`src/rtl/rsg_pkg.sv`:
```
package rsg_pkg;

    // index of each set/clear flag in the flag bank
    typedef enum int {
        FLG_HSYNC = 0,
        FLG_VSYNC = 1,
        FLG_HACT  = 2,
        FLG_VACT  = 3
    } flag_idx_e;

    localparam int NUM_FLAGS = 4;

    function automatic int cnt_width(input int total);
        return (total <= 2) ? 1 : $clog2(total);
    endfunction

endpackage

```
`src/rtl/rsg_wrap_counter.sv`:
```
module rsg_wrap_counter #(
    parameter int TOTAL = 800,
    parameter int W     = 10
) (
    input  logic         clk,
    input  logic         rst,
    input  logic         adv,
    output logic [W-1:0] cnt,
    output logic         at_last
);
    localparam logic [W-1:0] LAST_C = W'(TOTAL - 1);

    assign at_last = (cnt == LAST_C);

    always_ff @(posedge clk) begin
        if (rst) begin
            cnt <= '0;
        end else if (adv) begin
            if (at_last) cnt <= '0;
            else         cnt <= cnt + 1'b1;
        end
    end

    a_r1_cnt_range: assert property (@(posedge clk) disable iff (rst)
        cnt <= LAST_C);
    a_r1_wrap_zero: assert property (@(posedge clk) disable iff (rst)
        (adv && at_last) |=> (cnt == '0));
    a_r2_cnt_hold: assert property (@(posedge clk) disable iff (rst)
        !adv |=> $stable(cnt));

endmodule

```
`src/rtl/rsg_edge_flag.sv`:
```
module rsg_edge_flag #(
    parameter bit ACT_LEVEL = 1'b1
) (
    input  logic clk,
    input  logic rst,
    input  logic step,
    input  logic set_hit,
    input  logic clr_hit,
    output logic lvl_q,
    output logic asserted_nxt
);
    logic lvl_d;

    always_comb begin
        lvl_d = lvl_q;
        if (step) begin
            if (set_hit)      lvl_d = ACT_LEVEL;
            else if (clr_hit) lvl_d = ~ACT_LEVEL;
        end
    end

    assign asserted_nxt = (lvl_d == ACT_LEVEL);

    always_ff @(posedge clk) begin
        if (rst) lvl_q <= ~ACT_LEVEL;
        else     lvl_q <= lvl_d;
    end

    a_r2_flag_hold: assert property (@(posedge clk) disable iff (rst)
        !step |=> $stable(lvl_q));

endmodule

```
`src/rtl/raster_sync_gen.sv`:
```
module raster_sync_gen #(
    parameter int H_ACTIVE = 640,
    parameter int H_FRONT  = 16,
    parameter int H_SYNC   = 96,
    parameter int H_BACK   = 48,
    parameter int V_ACTIVE = 480,
    parameter int V_FRONT  = 10,
    parameter int V_SYNC   = 2,
    parameter int V_BACK   = 33,
    parameter bit HSYNC_ACTIVE_LOW = 1'b1,
    parameter bit VSYNC_ACTIVE_LOW = 1'b1
) (
    input  logic clk,
    input  logic rst,
    input  logic pix_en,
    output logic hsync,
    output logic vsync,
    output logic h_active,
    output logic v_active,
    output logic vid_en,
    output logic blank
);
    import rsg_pkg::*;

    localparam int H_TOTAL = H_ACTIVE + H_FRONT + H_SYNC + H_BACK;
    localparam int V_TOTAL = V_ACTIVE + V_FRONT + V_SYNC + V_BACK;
    localparam int HW = cnt_width(H_TOTAL);
    localparam int VW = cnt_width(V_TOTAL);

    // match constants one count early: outputs are registered
    localparam logic [HW-1:0] HS_SET_C  = HW'(H_ACTIVE + H_FRONT - 1);
    localparam logic [HW-1:0] HS_CLR_C  = HW'(H_ACTIVE + H_FRONT + H_SYNC - 1);
    localparam logic [HW-1:0] HA_CLR_C  = HW'(H_ACTIVE - 1);
    localparam logic [VW-1:0] VS_SET_C  = VW'(V_ACTIVE + V_FRONT - 1);
    localparam logic [VW-1:0] VS_CLR_C  = VW'(V_ACTIVE + V_FRONT + V_SYNC - 1);
    localparam logic [VW-1:0] VA_CLR_C  = VW'(V_ACTIVE - 1);

    localparam logic [NUM_FLAGS-1:0] ACT_LVL =
        {1'b1, 1'b1, ~VSYNC_ACTIVE_LOW, ~HSYNC_ACTIVE_LOW};

    logic [HW-1:0] hcnt;
    logic [VW-1:0] vcnt;
    logic          h_last;
    logic          v_last;
    logic          line_step;

    assign line_step = pix_en && h_last;

    rsg_wrap_counter #(.TOTAL(H_TOTAL), .W(HW)) u_hcnt (
        .clk(clk), .rst(rst), .adv(pix_en), .cnt(hcnt), .at_last(h_last)
    );

    rsg_wrap_counter #(.TOTAL(V_TOTAL), .W(VW)) u_vcnt (
        .clk(clk), .rst(rst), .adv(line_step), .cnt(vcnt), .at_last(v_last)
    );

    logic [NUM_FLAGS-1:0] set_v;
    logic [NUM_FLAGS-1:0] clr_v;
    logic [NUM_FLAGS-1:0] lvl_v;
    logic [NUM_FLAGS-1:0] nxt_v;

    always_comb begin
        set_v[FLG_HSYNC] = (hcnt == HS_SET_C);
        clr_v[FLG_HSYNC] = (hcnt == HS_CLR_C);
        set_v[FLG_VSYNC] = h_last && (vcnt == VS_SET_C);
        clr_v[FLG_VSYNC] = h_last && (vcnt == VS_CLR_C);
        set_v[FLG_HACT]  = h_last;
        clr_v[FLG_HACT]  = (hcnt == HA_CLR_C);
        set_v[FLG_VACT]  = h_last && v_last;
        clr_v[FLG_VACT]  = h_last && (vcnt == VA_CLR_C);
    end

    for (genvar gi = 0; gi < NUM_FLAGS; gi++) begin : g_flag
        rsg_edge_flag #(.ACT_LEVEL(ACT_LVL[gi])) u_flag (
            .clk(clk), .rst(rst), .step(pix_en),
            .set_hit(set_v[gi]), .clr_hit(clr_v[gi]),
            .lvl_q(lvl_v[gi]), .asserted_nxt(nxt_v[gi])
        );
    end

    assign hsync    = lvl_v[FLG_HSYNC];
    assign vsync    = lvl_v[FLG_VSYNC];
    assign h_active = lvl_v[FLG_HACT];
    assign v_active = lvl_v[FLG_VACT];

    // combined enable built from the flags' next state, so it lines up with them
    always_ff @(posedge clk) begin
        if (rst) begin
            vid_en <= 1'b0;
            blank  <= 1'b1;
        end else begin
            vid_en <= nxt_v[FLG_HACT] && nxt_v[FLG_VACT];
            blank  <= !(nxt_v[FLG_HACT] && nxt_v[FLG_VACT]);
        end
    end

    a_r2_out_hold: assert property (@(posedge clk) disable iff (rst)
        !pix_en |=> ($stable(vid_en) && $stable(hsync) && $stable(vsync)));
    a_r4_vsync_line_edge: assert property (@(posedge clk) disable iff (rst)
        (!$stable(vsync) && !$past(rst)) |-> $past(h_last && pix_en));
    a_r7_en_needs_flags: assert property (@(posedge clk) disable iff (rst)
        vid_en |-> (h_active && v_active));
    a_r7_flags_give_en: assert property (@(posedge clk) disable iff (rst)
        (h_active && v_active) |-> vid_en);
    a_r8_blank_inverse: assert property (@(posedge clk) disable iff (rst)
        blank != vid_en);

endmodule

```
`config.mk`:
```
export PLATFORM = sky130hd
export DESIGN_NAME = raster_sync_gen
export DESIGN_NICKNAME = d
export VERILOG_FILES = /design/src/rtl/rsg_pkg.sv /design/src/rtl/rsg_wrap_counter.sv /design/src/rtl/rsg_edge_flag.sv /design/src/rtl/raster_sync_gen.sv
export SDC_FILE = /design/constraint.sdc
export NUM_CORES = 1
export LEC_CHECK = 0
export CAP_MARGIN = 20
export CORE_MARGIN = 4
export CORE_UTILIZATION = 55
export CTS_CLUSTER_SIZE = 30
export DETAILED_ROUTE_END_ITERATION = 16
export DONT_BUFFER_PORTS = 1
export PLACE_DENSITY = 0.7
export SYNTH_ARGS = -nofsm -noshare
export SYNTH_HDL_FRONTEND = slang
export SYNTH_SLANG_ARGS = --single-unit
```
`constraint.sdc`:
```
create_clock -name clk -period 4.9 [get_ports clk]
set_clock_uncertainty 0.2 [all_clocks]
set_input_delay 0.49 -clock clk [delete_from_list [all_inputs] [get_ports clk]]
set_output_delay 0.49 -clock clk [all_outputs]
set_load 0.005 [all_outputs]
```
==> results.cfg <==
[critical_path]
startpoint = u_hcnt.cnt[8]
cp-start-kind = flip-flop
r2r_start = u_hcnt.cnt[8]
crit_arrival_ps = 2460
endpoint_kind = flip-flop
rrSetupSlack_ps = 2490
path_class = reg2reg
r2r_cells = 4
setup.worst_path.end = u_vcnt.cnt[7]
critPathMaxFanout = 14
worstReg2RegEnd = u_vcnt.cnt[7]
worstPathRequired_ps = 4960

[logic_synthesis]
ys_types = 37
synth.top_cells.by_count = 26 x dfxtp_1, 15 x nor2_1, 10 x a21oi_1, 8 x nand3_1, 7 x xnor2_1
syn_nets = 142
avgSynthCellArea_um2 = 9.08
synth-seq-cells = 26
synth_ff_type = dfxtp_1
seq_area_frac_synth_pct = 42.4
async_flop_share_pct = 0
post-synth-top-area-cell = dfxtp_1
syn_inst = 135
netlist_area_mm2 = 0.00123
synth_edf_count = 0
synth.most_common_cell = dfxtp_1
synth_top_area_share_pct = 42.4
ys_warn_count = 0
synthTopCellsByArea = dfxtp_1 42%, xnor2_1 5.0%, nor2_1 4.6%

[sta]
max_slew.worst_pin.slew_ps = 534
setup_violations = 0
rsz0062_at_grt = false
hold_violations = 0
layout_min_cycle_time_ps = 2410
finalSetupTns_ps = 0
max_freq_ghz = 0.416
period_share_pct = 49.1
report.final.slew_viol_count = 0
maxSlewHeadroom_pct = 63.9

[clocking]
numCtsBuffers = 3
cts_setup_buffers = 0
cts_buffer_depth = 2
worstSkewPairLatency_ps = 330
cts_max_level = 1
cts_sinks = 26
cts_tree = yes
cts-root-buf = clkbuf_4
path_clk_slew_ps = 140

[grt]
grt_pass1_vias = 927
grt_use_total_pct = 16.8
grt_overflow = 0
antenna_found_initial = 0
grt_max_degree = 16
grt_first_pass_wirelength_um = 4260

[finish]
antenna_cells = 0
layoutNonFillerInstCount = 164
layout.nets = 145
drive_gt1_share_pct = 7.30
area.growth.synth_to_final_pct = 7.24
design_area_mm2 = 0.00132

[die]
die_h_um = 55.2
dieArea_mm2 = 0.00305
core-area_mm2 = 0.00204
start_util_pct = 60.0
pin_count = 9
fp-row-count = 16
die_w_um = 55.2

[pwr]
power.density_mw_per_mm2 = 284
leakagePower_nw = 0.428
total_power_w = 0.000373
max-vdd-ir-drop_v = 0.000196

[place]
dp_hpwl_um = 1790
dp.cells = 158
post_dp_cell_area_mm2 = 0.00124
port_buffers = 0
gp_congestion = 0.873

[routing]
drt_pre_antenna_iters = 4
drt_iter0_drc = 27
via_count = 997
routed_wl_um = 2460
wl_per_cell_um = 15.0
drc = 0
drtAntennaViolNets = 0
via_per_inst = 6.08

[outcome]
status = finished clean

[job]
drv_cap = 0

[hold_path]
hp-class = in2reg
-- kinds of logic after synthesis --
family,after synthesis,synth area share [%]
mux,1,0.816
compound gates,25,13.4
xor+xnor,12,8.57
buf+inv,8,2.65
fa+ha+maj,4,4.08
simple gates,59,28.1
flops,26,42.4
-- metrics by stage --
stage,hold WS [ps],worst slack (ps),util [%]
finish,14.5,2490,64.4
global route,5.56,2330,64.4
CTS,2.29,2500,63.9
detailed placement,313,2500,60.8
global placement,290,2600,60.8
floorplan,260,2580,-
-- cells in the final DEF (no fill, tap or decap), types with 3 or more instances in the layout --
cell	count
o31ai_1	4
xor2_1	5
ha_1	4
dfxtp_1	26
xnor2_1	7
a21oi_1	10
clkbuf_4	3
or3_1	3
nand4_1	5
or4_1	5
nand2_1	5
and3_1	3
nand3_1	8
nor2_1	15
inv_1	4
nor3_1	3
-- worst min path at each step --
stage / from / end / slack [ps] / cells past startpoint
floorplan: u_vcnt.cnt[9] / u_vcnt.cnt[9] / 260 / 2
global placement: u_vcnt.cnt[9] / u_vcnt.cnt[9] / 290 / 2
detailed placement: u_vcnt.cnt[9] / u_vcnt.cnt[9] / 310 / 2
CTS: rst / flip-flop / 2 / 1
global route: rst / u_hcnt.cnt[6] / 6 / 1
finish: rst / u_hcnt.cnt[6] / 10 / 1
-- metal layers --
metal  GRT usage (%)  vias up  part of all wire (%)
li1                -      499                     -
met1            23.3      467                    49
met2            25.2       27                    45
met3            3.96        4                   5.5
met4            6.25        0                   1.2
met5               0        -                     0
-- critical path, stage by stage, from the launching register on --
cell	delay (ps)
dfxtp_1	430
or3b_4	420
or3_1	550
or4_1	560
a21oi_1	160
-- area by class of cell --
class,count,area (um2)
inverter,4,15.0
tap,27,33.8
sequential,26,520
multi-input combinational,101,673
fill,177,727
timing repair buffer,2,20.0
clock buffer,3,22.5
clock inverter,1,30.0
-- flip-flops by register name, summed over array words and instances (netlist names), named ones only --
name / cells
u_hcnt.cnt: 10
vid_en: 1
g_flag.u_flag.lvl_q: 3
blank: 1
u_vcnt.cnt: 10
-- report_power, final --
| part | leakage [nW] | total [W] | internal (W) | switching [W] |
|---|---|---|---|---|
| sequential | 0.210 | 0.000217 | 0.000214 | 0.00000273 |
| combinational | 0.190 | 0.0000103 | 0.00000518 | 0.00000511 |
| clock | 0.0279 | 0.000146 | 0.0000828 | 0.0000632 |
| total | 0.428 | 0.000373 | 0.000302 | 0.0000710 |
-- repair_timing --
item	CTS	global route
hold buffers	1	1
hold endpoints to repair	1	1
resized for setup	0	0
Note: power is estimated with default switching activity, not from simulation.
